===== config.mk =====
export PLATFORM = sky130hd
export DESIGN_NAME = fullBarrierSeq
export DESIGN_NICKNAME = d
export VERILOG_FILES = /design/src/rtl/fbsPkg.sv /design/src/rtl/fullBarrierDp.sv /design/src/rtl/fullBarrierCtrl.sv /design/src/rtl/fullBarrierSeq.sv
export SDC_FILE = /design/constraint.sdc
export NUM_CORES = 1
export LEC_CHECK = 0
export BUFFER_PORTS_ARGS = -buffer_cell sky130_fd_sc_hd__buf_2
export CAP_MARGIN = 20
export CORE_MARGIN = 2
export CORE_UTILIZATION = 26
export DETAILED_ROUTE_END_ITERATION = 10
export HOLD_SLACK_MARGIN = 0.06
export PLACE_DENSITY = 0.46
export SLEW_MARGIN = 20
export SYNTH_ARGS = -nofsm -noshare
export SYNTH_HDL_FRONTEND = slang
export SYNTH_SLANG_ARGS = --single-unit

===== constraint.sdc =====
create_clock -name clk -period 1.6 [get_ports clk]
set_clock_uncertainty 0.15 [all_clocks]
set_input_delay 0.08 -clock clk [delete_from_list [all_inputs] [get_ports clk]]
set_output_delay 0.08 -clock clk [all_outputs]
set_load 0.03 [all_outputs]

===== src/rtl/fbsPkg.sv =====
package fbsPkg;

  typedef enum logic [2:0] {
    ST_IDLE,
    ST_WAIT_IQ,
    ST_FLUSH,
    ST_WAIT_CNT,
    ST_SEND_CMD,
    ST_WAIT_ACK,
    ST_MARK,
    ST_DRAIN
  } seqStateT;

  typedef struct packed {
    logic accept;
    logic issueCmd;
    logic inDrain;
  } ctrlStrobeT;

endpackage


===== src/rtl/fullBarrierDp.sv =====
module fullBarrierDp
  import fbsPkg::*;
#(
  parameter int CNT_W = 4
) (
  input  logic       clk,
  input  logic       rstN,
  input  ctrlStrobeT strb,
  input  logic       busyIn,
  input  logic       mbMode,
  input  logic       evtIncr,
  input  logic       evtDecr,
  input  logic       sysAck,
  input  logic       missDstreamEmpty,
  input  logic       storeQEmpty,
  input  logic       loadQEmpty,
  input  logic       ioWbEmpty,
  input  logic       probeRespSent,
  output logic       modeQ,
  output logic       ackOwed,
  output logic       ackHit,
  output logic       cntReady,
  output logic       drainDone
);

  localparam logic [CNT_W-1:0] CNT_MAX = {CNT_W{1'b1}};
  localparam logic [CNT_W-1:0] CNT_ONE = {{(CNT_W-1){1'b0}}, 1'b1};

  logic [CNT_W-1:0] cntQ;
  logic             respSeenQ;
  logic             upOnly;
  logic             downOnly;
  logic             zeroStep;
  logic             queuesIdle;

  assign upOnly   = evtIncr & ~evtDecr;
  assign downOnly = evtDecr & ~evtIncr;
  assign zeroStep = downOnly & (cntQ == CNT_ONE);
  assign cntReady = zeroStep | (cntQ == '0);

  always_ff @(posedge clk or negedge rstN) begin
    if (!rstN) begin
      cntQ <= '0;
    end else if (upOnly && cntQ != CNT_MAX) begin
      cntQ <= cntQ + CNT_ONE;
    end else if (downOnly && cntQ != '0) begin
      cntQ <= cntQ - CNT_ONE;
    end
  end

  always_ff @(posedge clk or negedge rstN) begin
    if (!rstN) begin
      modeQ <= 1'b0;
    end else if (strb.accept) begin
      modeQ <= mbMode;
    end
  end

  always_ff @(posedge clk or negedge rstN) begin
    if (!rstN) begin
      ackOwed <= 1'b0;
    end else if (strb.issueCmd) begin
      ackOwed <= 1'b1;
    end else if (sysAck) begin
      ackOwed <= 1'b0;
    end
  end

  assign ackHit = sysAck & ackOwed;

  always_ff @(posedge clk or negedge rstN) begin
    if (!rstN) begin
      respSeenQ <= 1'b0;
    end else if (!strb.inDrain) begin
      respSeenQ <= 1'b0;
    end else if (probeRespSent) begin
      respSeenQ <= 1'b1;
    end
  end

  assign queuesIdle = missDstreamEmpty & storeQEmpty & loadQEmpty & ioWbEmpty;
  assign drainDone  = queuesIdle & (respSeenQ | probeRespSent);

  AST_CNT_FLOOR: assert property (@(posedge clk) disable iff (!rstN)
    (cntQ == '0 && downOnly) |=> (cntQ == '0));

  AST_MODE_HELD: assert property (@(posedge clk) disable iff (!rstN)
    (busyIn && $past(busyIn)) |-> $stable(modeQ));

  AST_ACK_CLEARS: assert property (@(posedge clk) disable iff (!rstN)
    (sysAck && !strb.issueCmd) |=> !ackOwed);

endmodule


===== src/rtl/fullBarrierCtrl.sv =====
module fullBarrierCtrl
  import fbsPkg::*;
(
  input  logic       clk,
  input  logic       rstN,
  input  logic       mbValid,
  input  logic       kill,
  input  logic       iqEmpty,
  input  logic       modeQ,
  input  logic       ackOwed,
  input  logic       ackHit,
  input  logic       cntReady,
  input  logic       drainDone,
  output ctrlStrobeT strb,
  output logic       busy,
  output logic       mapStall,
  output logic       flushReq,
  output logic       sysBarrierCmd,
  output logic       probeMark
);

  seqStateT stateQ;
  seqStateT stateD;

  always_ff @(posedge clk or negedge rstN) begin
    if (!rstN) begin
      stateQ <= ST_IDLE;
    end else begin
      stateQ <= stateD;
    end
  end

  always_comb begin
    stateD = stateQ;
    unique case (stateQ)
      ST_IDLE:     if (mbValid) stateD = ST_WAIT_IQ;
      ST_WAIT_IQ:  if (iqEmpty) stateD = ST_FLUSH;
      ST_FLUSH:    stateD = modeQ ? ST_SEND_CMD : ST_WAIT_CNT;
      ST_WAIT_CNT: if (cntReady) stateD = ST_MARK;
      ST_SEND_CMD: if (!ackOwed) stateD = ST_WAIT_ACK;
      ST_WAIT_ACK: if (ackHit) stateD = ST_MARK;
      ST_MARK:     stateD = ST_DRAIN;
      ST_DRAIN:    if (drainDone) stateD = ST_IDLE;
      default:     stateD = ST_IDLE;
    endcase
    if (kill) stateD = ST_IDLE;
  end

  assign busy          = (stateQ != ST_IDLE);
  assign mapStall      = busy;
  assign flushReq      = (stateQ == ST_FLUSH);
  assign probeMark     = (stateQ == ST_MARK);
  assign strb.accept   = (stateQ == ST_IDLE) & mbValid & ~kill;
  assign strb.issueCmd = (stateQ == ST_SEND_CMD) & ~ackOwed;
  assign strb.inDrain  = (stateQ == ST_DRAIN);
  assign sysBarrierCmd = strb.issueCmd;

  AST_STALL_ON_ACCEPT: assert property (@(posedge clk) disable iff (!rstN)
    (!busy && mbValid && !kill) |=> mapStall);

  AST_FLUSH_AFTER_IQ: assert property (@(posedge clk) disable iff (!rstN)
    flushReq |-> $past(iqEmpty));

  AST_MARK_SINGLE: assert property (@(posedge clk) disable iff (!rstN)
    probeMark |=> !probeMark);

  AST_CMD_NOT_OWED: assert property (@(posedge clk) disable iff (!rstN)
    sysBarrierCmd |-> !ackOwed);

  AST_RELEASE_COND: assert property (@(posedge clk) disable iff (!rstN)
    $fell(mapStall) |-> ($past(kill) || $past(drainDone)));

  AST_KILL_IDLE: assert property (@(posedge clk) disable iff (!rstN)
    kill |=> !mapStall);

  AST_NO_CMD_MODE0: assert property (@(posedge clk) disable iff (!rstN)
    (busy && !modeQ) |-> !sysBarrierCmd);

endmodule


===== src/rtl/fullBarrierSeq.sv =====
module fullBarrierSeq
  import fbsPkg::*;
#(
  parameter int CNT_W = 4
) (
  input  logic clk,
  input  logic rstN,
  input  logic mbValid,
  input  logic mbMode,
  input  logic kill,
  input  logic iqEmpty,
  input  logic evtIncr,
  input  logic evtDecr,
  input  logic sysAck,
  input  logic missDstreamEmpty,
  input  logic storeQEmpty,
  input  logic loadQEmpty,
  input  logic ioWbEmpty,
  input  logic probeRespSent,
  output logic mapStall,
  output logic flushReq,
  output logic sysBarrierCmd,
  output logic probeMark
);

  ctrlStrobeT strb;
  logic       busy;
  logic       modeQ;
  logic       ackOwed;
  logic       ackHit;
  logic       cntReady;
  logic       drainDone;

  fullBarrierCtrl u_ctrl (
    .clk           (clk),
    .rstN          (rstN),
    .mbValid       (mbValid),
    .kill          (kill),
    .iqEmpty       (iqEmpty),
    .modeQ         (modeQ),
    .ackOwed       (ackOwed),
    .ackHit        (ackHit),
    .cntReady      (cntReady),
    .drainDone     (drainDone),
    .strb          (strb),
    .busy          (busy),
    .mapStall      (mapStall),
    .flushReq      (flushReq),
    .sysBarrierCmd (sysBarrierCmd),
    .probeMark     (probeMark)
  );

  fullBarrierDp #(
    .CNT_W (CNT_W)
  ) u_dp (
    .clk              (clk),
    .rstN             (rstN),
    .strb             (strb),
    .busyIn           (busy),
    .mbMode           (mbMode),
    .evtIncr          (evtIncr),
    .evtDecr          (evtDecr),
    .sysAck           (sysAck),
    .missDstreamEmpty (missDstreamEmpty),
    .storeQEmpty      (storeQEmpty),
    .loadQEmpty       (loadQEmpty),
    .ioWbEmpty        (ioWbEmpty),
    .probeRespSent    (probeRespSent),
    .modeQ            (modeQ),
    .ackOwed          (ackOwed),
    .ackHit           (ackHit),
    .cntReady         (cntReady),
    .drainDone        (drainDone)
  );

endmodule


# [After elaboration in Yosys (flattened, before gate mapping)]
# Index checks and enable logic that the tools add are counted.
# Widths: inputs -> output; s select.
[word_totals] regBits=10 input_bits=14
[classes] add_sub_neg=2 eq_ne=16 muxes=15 bitwise=17 reduce_logical=9
[ops] operator="$mux 3" count=8
[ops] operator="$pmux 3 s8" count=1
[ops] operator="$ne 3x3->1 const B" count=6
[ops] operator="$eq 3x3->1 const B" count=4
[ops] operator="$and 1x1->1" count=11
[ops] operator="$mux 4" count=2
[ops] operator="$eq 3x2->1 const B" count=2
[ops] operator="$reduce_and 6->1" count=1
[ops] operator="$add 4x1->4 const B" count=1
[ops] operator="$eq 4x1->1 const B" count=1
[ops] operator="$logic_not 4->1" count=1
[ops] operator="$mux 1" count=4
[ops] operator="$ne 4x4->1 const B" count=1
[ops] operator="$not 1->1" count=4
[ops] operator="$reduce_bool 2->1" count=2
[ops] operator="$reduce_bool 4->1" count=1
[ops] operator="$sub 4x1->4 const B" count=1
[ops] operator="$eq 3x1->1 const B" count=1
[ops] operator="$logic_not 3->1" count=1
[ops] operator="$reduce_bool 3->1" count=1
[ops] operator="$logic_and 1x1->1" count=2
[ops] operator="$ne 2x2->1 const B" count=1
[ops] operator="$or 1x1->1" count=2

# [Longest topological paths before layout]
# Gate-level depths: netlist of the first run.
[depth] depth_word=7 depth_mapped=6 mapped_depth_nobuf=6

# [Hierarchy]
# A second synthesis of the first run with hierarchy kept.
[hier_totals] hier_cells=81 area_unflattened_um2=760.7
[modules_own_cells] module="fullBarrierDp" n_inst=1 cells_per_inst=46 area_each_um2=445.4 seq_area_each_um2=175.2
[modules_own_cells] module="fullBarrierCtrl" n_inst=1 cells_per_inst=35 area_each_um2=315.3 seq_area_each_um2=75.1

# [Least setup slack after synthesis of the first run]
# No wires, ideal clock.
[synth_timing] path_kind="reg-to-reg" from="register u_ctrl.stateQ[0]" to="register u_dp.ackOwed" setup_time_ns=0.070 t_arrival_ns=1.730 required_time_ns=1.380 slack_ns=-0.350 path_stages_with_launch=4 n_path_buf=1 period_less_slack_ns=1.950 path_cell_list="dfrtp_1 buf_6 nor4_1 a21o_1"
[synth_via] elab_chain_cells=3 word_cells_on_any_way=4
[synth_lines] item="start, declared" line="fullBarrierCtrl.sv:22" text="seqStateT stateQ;"
[synth_lines] item="start signal, assigned" line="fullBarrierCtrl.sv:29" text="stateQ <= stateD;"
[synth_lines] item="$eq 3x3->1 *" line="fullBarrierCtrl.sv:54" text="assign strb.issueCmd = (stateQ == ST_SEND_CMD) & ~ackOwed;"
[synth_lines] item="$and 1x1->1 *" line="fullBarrierCtrl.sv:54"
[synth_lines] item="via sysBarrierCmd" line="fullBarrierSeq.sv:22" text="output logic sysBarrierCmd,"
[synth_lines] item="$mux 1 / $reduce_bool 2->1 (equally long branches)"
[synth_lines] item="end signal, assigned" line="fullBarrierDp.sv:61" text="ackOwed <= 1'b0;"
[synth_lines] item="end signal, assigned" line="fullBarrierDp.sv:63" text="ackOwed <= 1'b1;"
[synth_lines] item="end signal, assigned" line="fullBarrierDp.sv:65" text="ackOwed <= 1'b0;"
[synth_lines] item="end, declared" line="fullBarrierDp.sv:20" text="output logic ackOwed,"
# Mark *: on every way through the listed nets, which the timed path passes. The rest lies on a longest branch.
# A chain may end at the register's enable or synchronous reset.

# [Worst setup path in the final report of the first run]
[layout_timing] from="register u_dp.cntQ[0]" to="register u_dp.cntQ[2]"
[layout_via] elab_chain_cells=3 word_cells_on_any_way=9
[layout_lines] item="start, declared" line="fullBarrierDp.sv:29" text="logic [CNT_W-1:0] cntQ;"
[layout_lines] item="start signal, assigned" line="fullBarrierDp.sv:45" text="cntQ <= cntQ + CNT_ONE;"
[layout_lines] item="start signal, assigned" line="fullBarrierDp.sv:47" text="cntQ <= cntQ - CNT_ONE;"
[layout_lines] item="$sub 4x1->4, or another cell as far along" line="fullBarrierDp.sv:47"
[layout_lines] item="$mux 4, or another cell as far along" line="fullBarrierDp.sv:46" text="end else if (downOnly && cntQ != '0) begin"
[layout_lines] item="$mux 4 / $reduce_bool 2->1 (equally long branches)"
# Several ways; a longest one is shown, not always the timed one. The select of a mux whose other input is x is not followed.

==> results.cfg, run 1 <==
[outcome]
outcome = finished, violations left
failed_checks = setup timing

[power]
combPwrFrac_pct = 59.3
p_switching_mw = 0.606
p_leak_nw = 0.513
p_clk_share_pct = 11.1
p_int_mw = 0.915
sw_frac_of_total_pct = 39.8
max-vdd-ir-drop_mv = 0.731
pwr-share-seq_pct = 29.6
power-per-cell-area_nw_per_um2 = 1380

[clock_tree]
root_buffer = clkbuf_4
worstSkewPairLatency_ps = 260
clock-sinks = 10
cts_max_level = 1
clkSlewWorstSetupHoldPaths_ps = 60
cts_buffer_depth = 2
cts_made_buffers = 3
cts_tree = done

[floorplan]
placementRows = 18
die_w_um = 56.2
start_util_pct = 28.1
dieArea_um2 = 3160
io_pins = 18
die_h_um = 56.2
core_um2 = 2520

[routing]
routed_wl_um = 1750
dr.first_iter.drc_count = 6
wl_per_cell_um = 12.6
drc = 0
via_count = 676
viasPerCell = 4.86
ant_nets = 0
firstDrtPassIters = 4

[setup_path]
timing.rr.start = u_dp.cntQ[0]
reg2reg_slack_ps = -80
setup.worst_path.start_class = register
crit_arrival_ps = 1670
rr_worst_depth = 6
path_class = reg -> reg
worstReg2RegEnd = u_dp.cntQ[2]
crit_required_ps = 1590
endpoint_kind = register
critPathMaxFanout = 4

[placement]
io_buffers = 17
placed_area_um2 = 912
dp_hpwl_um = 1270
gp_congestion = 0.740
dp_cells = 124

[final_layout]
syn_to_final_growth_pct = 55.3
fin_cells = 139
fin_util_pct = 43.6
drive_gt1_share_pct = 46.8
n_antenna_cell = 0
final_cell_area_um2 = 1100
nets = 128

[logic_synthesis]
seq_area_frac_synth_pct = 35.3
synth_nets = 86
ys.warnings.count = 0
synth_cells = 69
synth_cell_types = 39
syn_area_um2 = 708
avgSynthCellArea_um2 = 10.3
ys_seq_elements = 10

[sta]
timing.final.ws_setup_ps = -83.9
slew_viol_final = 0
finalHoldViolCount = 0
min_period_over_period_pct = 105
worstMarginPinSlew_ps = 363
setup_viol = 6
finalCriticalPeriod_ps = 1680
rsz0062_at_grt = yes
fin_setup_tns_ps = -275
max-slew-margin-rel_pct = 75.8
max_freq_ghz = 0.594

[min_path]
whs_endpoint = u_dp.modeQ
holdCritStartpoint = mbValid
hold_path.class = in -> reg
hold_depth = 3

[global_route]
grt_pass1_vias = 699
grt_pass1_wl_um = 2980
antenna_found_initial = 0
overflow = 0
grt_max_degree = 11
track_usage_pct = 12.0

[flow_run]
drv_cap = 0
-- placed cells by master (no fill, tap or decap), types with 2 or more instances in the layout --
| master | instances |
|---|---|
| or3_1 | 2 |
| nor3b_1 | 2 |
| inv_1 | 5 |
| nand3b_1 | 2 |
| buf_4 | 15 |
| clkbuf_4 | 3 |
| buf_2 | 14 |
| dlygate4sd3_1 | 7 |
| ha_1 | 2 |
| xnor2_1 | 2 |
| o21ai_0 | 2 |
| nand3_1 | 4 |
| buf_6 | 3 |
| dfrtp_1 | 10 |
| nor2_1 | 3 |
| nor3b_4 | 2 |
| mux2i_1 | 2 |
-- critical path, cell delays in order, from the launching register on --
cell       delay (ps)
dfrtp_1           410
inv_2              70
ha_4              160
nor3b_4           150
nor3b_1           340
a2bb2oi_1         140
xnor2_1           140
-- metrics by stage --
stage / power (mW) / worst slack, ps / hold WS (ps)
after global routing: 1.65 / -153 / 118
after floorplan: 0.951 / -97.5 / -366
after CTS: 1.44 / -77.6 / 131
after global placement: 1.17 / -89.4 / -186
final: 1.52 / -83.9 / 143
after detailed placement: 1.17 / -129 / -185
-- worst max path at each step --
stage                     slack, ps  cells after the start          endpoint             start
after floorplan                -100                      4        u_dp.modeQ  u_ctrl.stateQ[1]
after global placement          -90                      6  u_ctrl.stateQ[0]      u_dp.cntQ[0]
after detailed placement       -130                      6  u_ctrl.stateQ[0]      u_dp.cntQ[0]
after CTS                       -80                      6  u_ctrl.stateQ[0]      u_dp.cntQ[0]
after global routing           -150                      6      u_dp.cntQ[2]      u_dp.cntQ[0]
final                           -80                      6      u_dp.cntQ[2]      u_dp.cntQ[0]
-- registers in the layout, indices dropped and copies added, names as in the netlist --
| register | cells |
|---|---|
| u_dp.respSeenQ | 1 |
| u_dp.cntQ | 4 |
| u_ctrl.stateQ | 3 |
| u_dp.ackOwed | 1 |
| u_dp.modeQ | 1 |
-- layer usage --
metal / track usage (%) / vias to the layer above / routed length (um)
met1: 15.1 / 326 / 784
met5: 0 / - / 0
met2: 19.3 / 13 / 887
met3: 2.33 / 2 / 63
li1: - / 335 / -
met4: 6.12 / 0 / 11
-- kinds of logic (layout without fill, tap and decap cells) --
group           after synthesis  in the layout  share of synthesized area [%]
simple gates                 27             27                           25.6
compound gates               15             15                           19.8
flops                        10             10                           35.3
buf+inv                       8             48                           5.83
fa+ha+maj                     3              3                           5.30
xor+xnor                      3              3                           3.71
mux                           3              3                           4.42
-- what timing repair did --
item                       4_1_cts  5_1_grt
pin swaps                        5        5
hold endpoints to repair        15        0
buffers inserted                 3        2
hold buffers                     7        0
resized for setup                4        8
setup endpoints to repair        9       11
-- synth_stat cells --
library cell | count | share of area, %
nand2_4 | 1 | 1.6
o22ai_2 | 1 | 1.8
nor2_1 | 3 | 1.6
or2b_1 | 1 | 1.1
buf_4 | 1 | 1.1
a21o_1 | 1 | 1.1
or2_1 | 1 | 0.88
a32o_1 | 1 | 1.4
or3_4 | 1 | 1.6
ha_1 | 3 | 5.3
buf_6 | 1 | 1.6
dfrtp_1 | 10 | 35
a2111o_1 | 1 | 1.6
mux2i_1 | 2 | 2.8
nand3_1 | 4 | 2.8
o21ai_0 | 2 | 1.4
nand3b_1 | 2 | 2.1
or3_1 | 2 | 1.8
a211oi_1 | 1 | 1.1
o21bai_4 | 1 | 2.7
a2bb2oi_1 | 1 | 1.2
xor2_1 | 1 | 1.2
mux2_1 | 1 | 1.6
nor4_1 | 1 | 0.88
o21ai_1 | 1 | 0.71
nor3b_1 | 4 | 4.2
a311oi_2 | 1 | 2.1
or3b_1 | 1 | 1.2
a21boi_0 | 1 | 1.1
a311o_2 | 1 | 1.6
nor4b_1 | 1 | 1.2
a211o_1 | 1 | 1.2
nand4_1 | 1 | 0.88
inv_1 | 6 | 3.2
a31oi_1 | 1 | 0.88
nand2_1 | 2 | 1.1
xnor2_1 | 2 | 2.5
nor2b_1 | 1 | 0.88
nor3b_2 | 1 | 1.8
-- power groups by stage --
stage | logic, mW | clock network (mW) | registers (mW)
CTS | 0.818 | 0.182 | 0.442
floorplan | 0.499 | 0 | 0.452
global placement | 0.721 | 0 | 0.448
global route | 0.983 | 0.201 | 0.463
finish | 0.901 | 0.169 | 0.450
detailed placement | 0.723 | 0 | 0.449
-- final cells by class --
type	instances	area, um^2
tap	30	37.5
inverter	6	22.5
fill	260	1420
multi-input combinational	51	480
clock buffer	3	22.5
timing repair buffer	39	287
sequential	10	250
(Power assumes the default switching activity.)
==> run 2, diff against run 1 <==
Settings changed: PLACE_DENSITY 0.46 to 0.45, SYNTH_HIERARCHICAL from default to 1.
==> results.cfg, run 2 <==
[min_path]
hold_path.class = in -> async

[logic_synthesis]
synth_nets = 98
avgSynthCellArea_um2 = 9.39
synth_cell_types = 39
synth-async-reset-ratio_pct = 100
synth_cells = 81
synthFlopType = dfrtp_1
synthTopCellsByArea = dfrtp_1 33%, ha_1 4.9%, nand2b_1 4.1%, buf_6 3.0%, mux2i_1 2.6%
ys.warnings.count = 6
yosys.area.top_type = dfrtp_1
synth_top_family_by_area = simple AND/OR/NAND/NOR gates
seq_area_frac_synth_pct = 32.9
synthXorXnorAreaFrac_pct = 2.30
synth-simple-area-share_pct = 26.5
netlist.area_leader.share_pct = 32.9
synth_fa_ha_area_share_pct = 4.93
synthMuxAreaShare_pct = 6.09
syn_area_um2 = 761
ys_seq_elements = 10
yosys.cell_count.top_type = dfrtp_1
synth_commonest_cells = 10 x dfrtp_1, 5 x inv_1, 5 x nand2b_1
synth_edf_count = 0
synth_compound_area_share_pct = 18.6

[floorplan]
dieArea_um2 = 3370
start_util_pct = 27.6
die_h_um = 58.1
core_um2 = 2760
io_pins = 18
placementRows = 19
die_w_um = 58.1

[sta]
setup_viol = 3
timing.final.ws_setup_ps = -248
min_period_over_period_pct = 116
max-slew-margin-rel_pct = 80.5
worstMarginPinSlew_ps = 292
rsz0062_at_grt = yes
finalHoldViolCount = 0
slew_viol_final = 0
max_freq_ghz = 0.541
finalCriticalPeriod_ps = 1850

[clock_tree]
cts_tree = done
cts_made_buffers = 3
clock-sinks = 10
root_buffer = clkbuf_4
worstSkewPairLatency_ps = 260
cts_max_level = 1
cts_buffer_depth = 2
clkSlewWorstSetupHoldPaths_ps = 60

[final_layout]
nets = 145
regMostFlops = u_dp/cntQ
final_cell_area_um2 = 1200
final_common_cell = buf_4
top_regs = u_dp/cntQ (4), u_ctrl/stateQ (3)
most-common-layout-cells = 25 x buf_4, 16 x buf_2, 9 x dfrtp_1
drive_gt1_share_pct = 51.6
n_antenna_cell = 0
syn_to_final_growth_pct = 57.2
fin_util_pct = 43.4
largest_reg_flops = 4

[placement]
dpl_worst_slack_ps = -285
dp_hpwl_um = 1390
placed_area_um2 = 1050
io_buffers = 17
gp_congestion = 0.882

[setup_path]
crit_arrival_ps = 1840
setup.worst_path.start_class = register
critPathMaxFanout = 3
endpoint_kind = register
path_cells = inv_2 -> ha_4 -> a21oi_2 -> nor3_2 -> mux2i_1 -> a31oi_2 -> o2111ai_2 -> mux2_4
critPathMaxStageDelay_ps = 430
critPathBufInv = 1
crit_required_ps = 1590
cp_top_family = flip-flops
path_class = reg -> reg
slowest_stage = dfrtp_2

[routing]
ant_nets = 0
firstDrtPassIters = 4
routed_wl_um = 1820
drc = 0
via_count = 756
viasPerCell = 4.82
wl_per_cell_um = 11.6
dr.first_iter.drc_count = 20

[outcome]
outcome = finished, violations left
failed_checks = setup timing

[global_route]
track_usage_pct = 11.9
antenna_found_initial = 0
grt_pass1_wl_um = 3150
grt_max_degree = 11
overflow = 0
grt_pass1_vias = 737

[power]
power-per-cell-area_nw_per_um2 = 1580
p_leak_nw = 0.549
max-vdd-ir-drop_mv = 0.765

[flow_run]
drv_cap = 0
run 2: cell count changes in the layout (fill, tap and decap cells not counted), sizes merged, moves of 2 or more:
| cell | previous run | this run |
|---|---|---|
| o211ai | 0 | 2 |
| nand2b | 0 | 5 |
| o2111ai | 0 | 2 |
| nor2b | 1 | 3 |
| nor3b | 5 | 2 |
| a21oi | 0 | 3 |
| nor3 | 0 | 3 |
| a31oi | 1 | 3 |
| buf | 32 | 42 |
run 2: worst paths after layout:
kind                                 from          endpoint  slack [ps]  depth (start not counted)
setup / recovery             u_dp/cntQ[0]  u_ctrl/stateQ[1]        -250                          8
hold / removal                       rstN  u_ctrl/stateQ[0]          60                          2
setup reg to reg             u_dp/cntQ[0]  u_ctrl/stateQ[1]        -250                          8
hold reg to reg            u_dp/respSeenQ    u_dp/respSeenQ         350                          2
max in group asynchronous            rstN      u_dp/cntQ[0]        1030                          2
min in group clk                  evtIncr      u_dp/cntQ[2]          80                          5
run 2: cell families after synthesis:
kind of cell               count (synthesis)
and+or+nand+nor                           33
AOI/OAI and AO/OA                         18
buffers and inverters                     11
DFF                                       10
muxes                                      4
adders and majority gates                  3
xor gates and xnor gates                   2
run 2: cell type report:
cell class | count | area (um^2)
well taps | 31 | 38.8
multi-input cells | 60 | 526
fillers | 269 | 1560
repair buffers | 48 | 339
flip-flops and latches | 10 | 251
inverters | 5 | 18.8
clock buffers | 3 | 22.5
run 2: stage by stage:
stage	power, mW	TNS, ps	hold WS [ps]	cells
after floorplan	1.26	-285	-366	81
after global placement	1.58	-327	-195	145
after detailed placement	1.60	-375	-192	145
after CTS	1.84	-383	69.0	156
after global routing	2.05	-827	75.5	157
final	1.89	-439	55.4	157
run 2: timing repair:
action,4_1_cts,5_1_grt
buffers inserted,2,1
pin swaps,5,4
hold endpoints to repair,16,0
hold buffers,6,0
gates resized for setup,2,8
setup endpoints to repair,7,8
run 2: routing by layer:
| metal | GRT usage (%) | wire length (um) |
|---|---|---|
| met4 | 1.99 | 40 |
| met1 | 15.6 | 854 |
| met5 | 0 | 0 |
| met2 | 19.3 | 859 |
| met3 | 4.02 | 65 |
run 2: power by group:
group	switching [mW]	internal (mW)	total (mW)
Clock	0.0759	0.0864	0.162
Combinational	0.591	0.667	1.26
Sequential	0.106	0.360	0.466
Total	0.773	1.11	1.89
